--- src/rtl/adpcm_pkg.sv ---
package adpcm_pkg;

    localparam int ROWS  = 16;
    localparam int MAG_W = 8;
    localparam int DLT_W = MAG_W + 1;

    typedef enum logic [0:0] {
        ST_SILENT = 1'b0,
        ST_DECODE = 1'b1
    } dec_state_t;

    // Eight magnitudes per row, selector value k at bits [8k+7:8k].
    function automatic logic [8*MAG_W-1:0] row_mags(input logic [3:0] row);
        logic [8*MAG_W-1:0] w;
        unique case (row)
            4'd0:  w = {8'd10,  8'd7,   8'd5,  8'd3,  8'd2,  8'd1,  8'd0,  8'd0};
            4'd1:  w = {8'd13,  8'd8,   8'd6,  8'd4,  8'd3,  8'd2,  8'd1,  8'd0};
            4'd2:  w = {8'd15,  8'd10,  8'd7,  8'd5,  8'd4,  8'd2,  8'd1,  8'd0};
            4'd3:  w = {8'd19,  8'd13,  8'd9,  8'd6,  8'd4,  8'd3,  8'd1,  8'd0};
            4'd4:  w = {8'd23,  8'd15,  8'd11, 8'd8,  8'd5,  8'd3,  8'd2,  8'd0};
            4'd5:  w = {8'd29,  8'd19,  8'd14, 8'd10, 8'd7,  8'd4,  8'd2,  8'd0};
            4'd6:  w = {8'd33,  8'd22,  8'd16, 8'd12, 8'd8,  8'd5,  8'd3,  8'd0};
            4'd7:  w = {8'd43,  8'd29,  8'd20, 8'd15, 8'd10, 8'd7,  8'd4,  8'd1};
            4'd8:  w = {8'd53,  8'd35,  8'd25, 8'd18, 8'd13, 8'd8,  8'd4,  8'd1};
            4'd9:  w = {8'd64,  8'd43,  8'd31, 8'd22, 8'd16, 8'd10, 8'd6,  8'd1};
            4'd10: w = {8'd76,  8'd51,  8'd37, 8'd27, 8'd19, 8'd12, 8'd7,  8'd2};
            4'd11: w = {8'd96,  8'd64,  8'd46, 8'd34, 8'd24, 8'd16, 8'd9,  8'd2};
            4'd12: w = {8'd117, 8'd79,  8'd57, 8'd41, 8'd29, 8'd19, 8'd11, 8'd3};
            4'd13: w = {8'd143, 8'd96,  8'd69, 8'd50, 8'd36, 8'd24, 8'd13, 8'd4};
            4'd14: w = {8'd175, 8'd118, 8'd85, 8'd62, 8'd44, 8'd29, 8'd16, 8'd4};
            4'd15: w = {8'd214, 8'd144, 8'd104, 8'd76, 8'd54, 8'd36, 8'd20, 8'd6};
            default: w = '0;
        endcase
        return w;
    endfunction

    // Index movement chosen by the three magnitude bits.
    function automatic logic signed [2:0] idx_adjust(input logic [2:0] k);
        logic signed [2:0] a;
        unique case (k)
            3'd0, 3'd1: a = -3'sd1;
            3'd2, 3'd3: a = 3'sd0;
            3'd4:       a = 3'sd1;
            3'd5, 3'd6: a = 3'sd2;
            3'd7:       a = 3'sd3;
            default:    a = 3'sd0;
        endcase
        return a;
    endfunction

endpackage

--- src/rtl/adpcm_delta_lut.sv ---
module adpcm_delta_lut
    import adpcm_pkg::*;
#(
    parameter int IDX_W = 4
) (
    input  logic [IDX_W-1:0]        row,
    input  logic [3:0]              code,
    output logic signed [DLT_W-1:0] delta
);
    logic [8*MAG_W-1:0] word;
    logic [MAG_W-1:0]   mag;

    always_comb begin
        word  = row_mags(row[3:0]);
        mag   = word[code[2:0]*MAG_W +: MAG_W];
        delta = code[3] ? -$signed({1'b0, mag}) : $signed({1'b0, mag});
    end
endmodule

--- src/rtl/adpcm_index_adapt.sv ---
module adpcm_index_adapt
    import adpcm_pkg::*;
#(
    parameter int IDX_W = 4
) (
    input  logic [IDX_W-1:0] idx_cur,
    input  logic [2:0]       sel,
    output logic [IDX_W-1:0] idx_nxt
);
    localparam int SUM_W   = IDX_W + 2;
    localparam int IDX_MAX = (1 << IDX_W) - 1;

    logic signed [2:0]       adj;
    logic signed [SUM_W-1:0] sum;

    always_comb begin
        adj = idx_adjust(sel);
        sum = $signed({2'b00, idx_cur}) + $signed({{(SUM_W-3){adj[2]}}, adj});
        if (sum < 0)
            idx_nxt = '0;
        else if (sum > SUM_W'(IDX_MAX))
            idx_nxt = IDX_W'(IDX_MAX);
        else
            idx_nxt = sum[IDX_W-1:0];
    end
endmodule

--- src/rtl/adpcm_nibble_dec.sv ---
module adpcm_nibble_dec
    import adpcm_pkg::*;
#(
    parameter int SMP_W = 16
) (
    input  logic                    clk,
    input  logic                    rst_n,
    input  logic                    clr,
    input  logic                    nib_vld,
    input  logic [3:0]              nib_code,
    output logic signed [SMP_W-1:0] smp_out,
    output logic [3:0]              step_idx
);
    localparam int IDX_W = 4;

    dec_state_t              state_q, state_d;
    logic signed [DLT_W-1:0] delta;
    logic [IDX_W-1:0]        idx_nxt;
    logic                    take;

    assign take = nib_vld && !clr;

    adpcm_delta_lut #(.IDX_W(IDX_W)) lut_i (
        .row   (step_idx),
        .code  (nib_code),
        .delta (delta)
    );

    adpcm_index_adapt #(.IDX_W(IDX_W)) adapt_i (
        .idx_cur (step_idx),
        .sel     (nib_code[2:0]),
        .idx_nxt (idx_nxt)
    );

    // Next-state logic: go, hush, stay.
    always_comb begin
        state_d = state_q;
        unique case (state_q)
            ST_SILENT: if (take) state_d = ST_DECODE;
            ST_DECODE: if (clr)  state_d = ST_SILENT;
            default:             state_d = ST_SILENT;
        endcase
    end

    always_ff @(posedge clk) begin
        if (!rst_n) state_q <= ST_SILENT;
        else        state_q <= state_d;
    end

    // Datapath registers.
    always_ff @(posedge clk) begin
        if (!rst_n || clr) begin
            smp_out  <= '0;
            step_idx <= '0;
        end else if (nib_vld) begin
            smp_out  <= smp_out + SMP_W'(delta);
            step_idx <= idx_nxt;
        end
    end

    AST_SILENT_ZERO: assert property (@(posedge clk) disable iff (!rst_n)
        (state_q == ST_SILENT) |-> (smp_out == '0 && step_idx == '0));

    AST_CLR_ZERO: assert property (@(posedge clk) disable iff (!rst_n)
        clr |=> (smp_out == '0 && step_idx == '0));

    AST_HOLD_IDLE: assert property (@(posedge clk) disable iff (!rst_n)
        (!nib_vld && !clr) |=> ($stable(smp_out) && $stable(step_idx)));

    AST_IDX_MOVE: assert property (@(posedge clk) disable iff (!rst_n)
        take |=> ((int'(step_idx) - int'($past(step_idx)) >= -1) &&
                  (int'(step_idx) - int'($past(step_idx)) <= 3)));

    AST_IDX_CEIL: assert property (@(posedge clk) disable iff (!rst_n)
        (take && step_idx == 4'd15 && nib_code[2]) |=> (step_idx == 4'd15));

    AST_IDX_FLOOR: assert property (@(posedge clk) disable iff (!rst_n)
        (take && step_idx == 4'd0 && nib_code[2:1] == 2'b00) |=> (step_idx == 4'd0));
endmodule

--- config.mk ---
export PLATFORM = sky130hd
export DESIGN_NAME = adpcm_nibble_dec
export DESIGN_NICKNAME = d
export VERILOG_FILES = /design/src/rtl/adpcm_pkg.sv /design/src/rtl/adpcm_delta_lut.sv /design/src/rtl/adpcm_index_adapt.sv /design/src/rtl/adpcm_nibble_dec.sv
export SDC_FILE = /design/constraint.sdc
export NUM_CORES = 1
export LEC_CHECK = 0
export BUFFER_PORTS_ARGS = -buffer_cell sky130_fd_sc_hd__buf_2
export CORE_MARGIN = 8
export CORE_UTILIZATION = 62
export DETAILED_ROUTE_END_ITERATION = 10
export GPL_TIMING_DRIVEN = 0
export PLACE_DENSITY = 0.82
export RECOVER_POWER = 25
export SLEW_MARGIN = 30
export SYNTH_ARGS = -nofsm -noshare
export SYNTH_HDL_FRONTEND = slang
export SYNTH_SLANG_ARGS = --single-unit
--- constraint.sdc ---
create_clock -name clk -period 16.88 [get_ports clk]
set_input_delay 5.064 -clock clk [delete_from_list [all_inputs] [get_ports clk]]
set_output_delay 5.064 -clock clk [all_outputs]
set_load 0.02 [all_outputs]
Word level (Yosys, flattened, before mapping)
Memories as Yosys holds them, arrays and structs flattened. A register that Yosys moved wholly into a read port is not among the register bits.
Cells that the tools add are included.
{"block": "op_classes", "addsub": 3, "magnitude_cmp": 2, "shifts": 1, "mux": 5, "n_reduce_logical": 2}
{"cell": "$shiftx A64 B7 Y8", "count": 1}
{"cell": "$add A16 B9 Y16", "count": 1}
{"cell": "$mux W4", "count": 4}
{"cell": "$mux W9", "count": 1}
{"cell": "$neg A8 Y9", "count": 1}
{"cell": "$add A5 B3 Y6", "count": 1}
{"cell": "$gt A6 B5 Y1 const B", "count": 1}
{"cell": "$lt A6 B1 Y1 const B", "count": 1}
{"cell": "$logic_not A1 Y1", "count": 1}
{"cell": "$logic_or A1 B1 Y1", "count": 1}
{"block": "word_totals", "regBits": 20, "mem_bits_ro": 824, "inputBits": 8, "word_cells": 17, "n_memories": 2}
{"name": "(no name shown)", "depth": 16, "word_bits": 50, "read_ports": 1, "rd_clocked_by_memory_dff": 1, "write_ports": 0, "line": "adpcm_pkg.sv:15", "rtl": "unique case (row)"}
{"name": "(no name shown)", "depth": 8, "word_bits": 3, "read_ports": 1, "rd_clocked_by_memory_dff": 0, "write_ports": 0, "line": "adpcm_pkg.sv:40", "rtl": "unique case (k)"}

Depth between registers and ports, before layout
An unclocked memory read counts as a cell.
{"block": "logic_depth", "depth_word": 7, "mapped_depth": 21}

By module
From an unflattened synthesis, not the netlist that was laid out.
{"block": "unflattened", "hier_cells": 432, "hier_area_um2": 3303.2}
{"module": "adpcm_nibble_dec", "n_inst": 1, "cells_each": 194, "area_each_um2": 1619.1, "seq_area_each_um2": 400.4}
{"module": "adpcm_delta_lut", "n_inst": 1, "cells_each": 195, "area_each_um2": 1350.0, "seq_area_each_um2": 0.0}
{"module": "adpcm_index_adapt", "n_inst": 1, "cells_each": 43, "area_each_um2": 334.1, "seq_area_each_um2": 0.0}

Worst setup path after synthesis
OpenSTA, ideal clock, no wires.
{"block": "synth_path", "kind": "input port to flip-flop", "from": "input nib_code[0]", "to": "register lut_i.word[51] (netlist name)", "setup_ns": 0.073, "t_arrival_ns": 8.863, "required_time_ns": 16.807, "slack_ns": 7.944, "stages": 20, "path_cell_list": "buf_6 buf_6 inv_1 ha_1 a21oi_1 ha_1 inv_1 fa_1 nor2b_1 o21bai_1 a211o_1 a21oi_1 o22ai_1 nor2_1 inv_1 ha_1 clkbuf_1 inv_1 o32a_1 o211ai_2"}
{"block": "synth_via", "elab_chain_cells": 7}
{"element": "start: declaration", "line": "adpcm_nibble_dec.sv:10", "rtl": "input logic [3:0] nib_code,"}
{"element": "$mem_v2 Z8 W3 *"}
{"element": "$add A5 B3 Y6 *", "line": "adpcm_index_adapt.sv:18", "rtl": "sum = $signed({2'b00, idx_cur}) + $signed({{(SUM_W-3){adj[2]}}, adj});"}
{"element": "$gt A6 B5 Y1", "line": "adpcm_index_adapt.sv:21", "rtl": "else if (sum > SUM_W'(IDX_MAX))"}
{"element": "$mux W4", "line": "adpcm_index_adapt.sv:21"}
{"element": "$mux W4 *", "line": "adpcm_index_adapt.sv:19", "rtl": "if (sum < 0)"}
{"element": "$mux W4 (no source line) * (2 in a row)"}
Every way passes the cells marked *; elsewhere a longest branch is shown, timed or not.
A chain may end at the register's enable or synchronous reset.

Worst setup path in the final report
{"block": "layout_path", "from": "input nib_code[1]", "to": "register lut_i.word[57] (netlist name)"}
{"block": "layout_via", "elab_chain_cells": 7}
{"element": "$mem_v2 Z8 W3 *"}
{"element": "$add A5 B3 Y6 *", "line": "adpcm_index_adapt.sv:18"}
{"element": "$gt A6 B5 Y1", "line": "adpcm_index_adapt.sv:21"}
{"element": "$mux W4", "line": "adpcm_index_adapt.sv:21"}
{"element": "$mux W4 *", "line": "adpcm_index_adapt.sv:19"}
{"element": "$mux W4 (no source line) * (2 in a row)"}
Marked as above.

==> summary.txt <==
Final layout
  • # diodes: 0
  • Commonest non-fill, non-tap cells in the layout: dfxtp_1, nor2_1, a21oi_1
  • Area Overhead vs Synth: 7.88%
  • Final core occ: 0.687
  • Most common cell after layout, fill and taps aside: dfxtp_1
  • Final Cell Area: 4310 µm²
  • Final #Nets: 536
  • Layout cells sized above 1: 0.105

Synth
  • Seq/Total Area, Yosys: 0.275
  • Synth top area share: 0.275
  • Main combinational cell family by area after synthesis: compound AO/OA/AOI/OAI gates
  • Syn avg cell area: 8.66 µm²
  • Syn. warnings: 0
  • Post-synthesis simple-gate area fraction: 0.166
  • Multiplexer share of the synthesized area: 0.114
  • Count of different cell masters after synthesis: 69
  • Post-Synth Adder-Cell Area: 0.110
  • Async S/R FF share, synth: 0
  • Xor/xnor cell area share of the yosys netlist: 0.0307
  • Complex-gate fraction of the synthesized area: 0.250
  • Post-Syn Area: 4000 µm²
  • Net Count, Synth: 504
  • Ys flop type: dfxtp_1
  • Top cells by area, synth: dfxtp_1, ha_1, mux2i_1
  • Syn Inst Count: 462
  • Number of synthesized flops with an enable pin: 0
  • Synth area leader: dfxtp_1
  • Synth Register Bits: 55

GRT
  • Largest net degree at the start of global routing: 19
  • First-pass GRT wire length: 17.2 mm
  • Initial antenna violation count: 0
  • GRT Residual Overflow: 0
  • Vias in the first global route: 3508
  • All-Layer GR Usage: 0.236

Setup path
  • CP arrival: 9.94 ns
  • Max incr delay on CP: 0.55 ns
  • Worst Reg-to-Reg Cells: 16
  • CP Cell Sequence: buf_2 > buf_2 > inv_1 > ha_1 > a21oi_1 > ha_1 > inv_1 > fa_1 > nor3b_2 > nor3_4 > nand2_1 > a21oi_1 > o22ai_1 > clkbuf_1 > nor2_1 > ha_1 > clkbuf_1 > inv_1 > nor3_1 > a21oi_1 > o22ai_1
  • Slowest cell on crit path: o22ai_1
  • RR Startpoint: step_idx[0]
  • RR Endpoint: lut_i.word[57]
  • R2R setup slack: 12.55 ns
  • Worst EP required: 17.11 ns
  • CP endpoint kind: register
  • Crit start category: input port
  • CP Class: in -> reg
  • CP Max Fanout: 10

Route
  • Routed len/inst: 18.6 µm
  • Drt first pass iters: 6
  • Vias: 3656
  • Routed Antenna Nets: 0
  • Drt total wl: 10.6 mm
  • DRC viols: 0
  • Iter 0 DRT Violations: 295
  • Vias per Instance: 6.39

STA
  • TNS Setup: 0 ns
  • Final worst-path cycle share: 0.575
  • Worst hold slack: 0.511 ns
  • Clock Skew: 0.00910 ns
  • Final Hold Fails: 0
  • Final setup viols: 0
  • Relative slew margins: 0.444
  • RSZ-0062 raised after global routing: false
  • Crit path time final: 9.71 ns
  • Final-report max-slew violation count: 0
  • Worst-Margin Slew: 0.833 ns
  • FMAX: 0.103 GHz

Clocking
  • Post-CTS Repair Setup Buffers: 0
  • Maximum clock path buffer count: 2
  • Total number of H-tree levels: 2
  • Resized cells post-CTS: 0
  • Clock slew at reported path FFs: 0.10 ns
  • Num CTS Buffers: 5
  • Cts hold-fix bufs: 0
  • Clk sink count: 55
  • Clk root buf: clkbuf_8
  • CTS tree: built
  • Clock latency on the worst-skew pair: 0.32 ns

Floorplan
  • Initial Util: 0.637
  • # rows: 29
  • I/O pins: 28
  • Die Span Y: 96.3 µm
  • Core Region: 6280 µm²
  • Full die area: 9280 µm²
  • Chip width: 96.3 µm

Power and ir drop
  • Worst IR Drop VDD: 0.0619 mV
  • P per Cell Area: 77.1 nW/µm²
  • Total power: 332 µW
  • Leakage Power: 0.00184 µW

Placed design
  • Placer Congestion: 0.990
  • Final HPWL DP: 7.98 mm
  • PortBufs: 25
  • Placed inst area: 4220 µm²

Worst hold path
  • Hold worst-path end: smp_out[2]
  • Hold Path Origin: smp_out[2]
  • WHS Path Cells: 2
  • Hold WC Path Type: reg -> reg

Status
  • Status: completed

Run
  • Max-Cap Viols: 0
## cells by family (layout without fill, tap and decap cells)
kind of cell / after synthesis / in the layout
compound gates: 141 / 141
xor+xnor: 14 / 14
fa+ha+maj: 34 / 34
buf+inv: 51 / 84
flops: 55 / 55
mux: 37 / 37
simple gates: 130 / 130
## routing by layer
layer  track usage  routed length [µm]
met2         0.387                5110
met5             0                   0
met1         0.298                4470
met4        0.0933                 286
met3        0.0460                 767
## per-stage QoR
stage                     setup WS, ns  cells
after floorplan                   7.94    462
after global placement            6.97    564
after detailed placement          6.97    564
after CTS                         7.30    572
after global routing              6.85    572
final                             7.17    572
## worst max-delay path: cells and delay by family
family	cells	cell delay (ns)
AO/OA/AOI/OAI	5	1.00
AND/OR/NAND/NOR	5	0.92
buffers and inverters	7	1.62
adder cells (fa/ha/maj)	4	1.29
## final cells by class
type	count	area, µm²
Fill cell	520	1960
Inverter	26	97.6
Timing Repair Buffer	25	103
Tap cell	77	96.3
Clock inverter	3	47.5
Buffer	25	119
Sequential cell	55	1100
Clock buffer	5	68.8
Multi-Input combinational cell	356	2680
## sequential cells by signal (all words and copies together), names as in the netlist
name,flops
lut_i.word,35
smp_out,16
step_idx,4
## power by group
part	internal, µW	total, µW	switching [µW]	leakage [µW]
Sequential	137	141	4.12	0.000449
Combinational	39.1	99.3	60.2	0.00133
Clock	45.1	92.0	46.9	0.0000587
Total	221	332	111	0.00184
## how the worst max path moves through the flow
stage,startpoint,endpoint,slack (ns),cells after the start
after floorplan,nib_code[0],lut_i.word[51],7.94,20
after global placement,nib_code[1],lut_i.word[51],6.97,20
after detailed placement,nib_code[1],lut_i.word[58],6.97,20
after CTS,nib_code[1],lut_i.word[51],7.30,20
after global routing,nib_code[1],lut_i.word[51],6.85,20
final,nib_code[1],lut_i.word[57],7.17,21
## cells in the mapped netlist, drive strengths merged (9+ instances only)
library cell / number
ha: 32
nand2: 25
nand3: 10
buf: 11
mux2: 9
inv: 26
o21ai: 23
mux2i: 22
clkbuf: 14
o22ai: 12
a211oi: 10
nor3: 16
nor2: 40
a21oi: 36
dfxtp: 55
(Power assumes the default switching activity.)
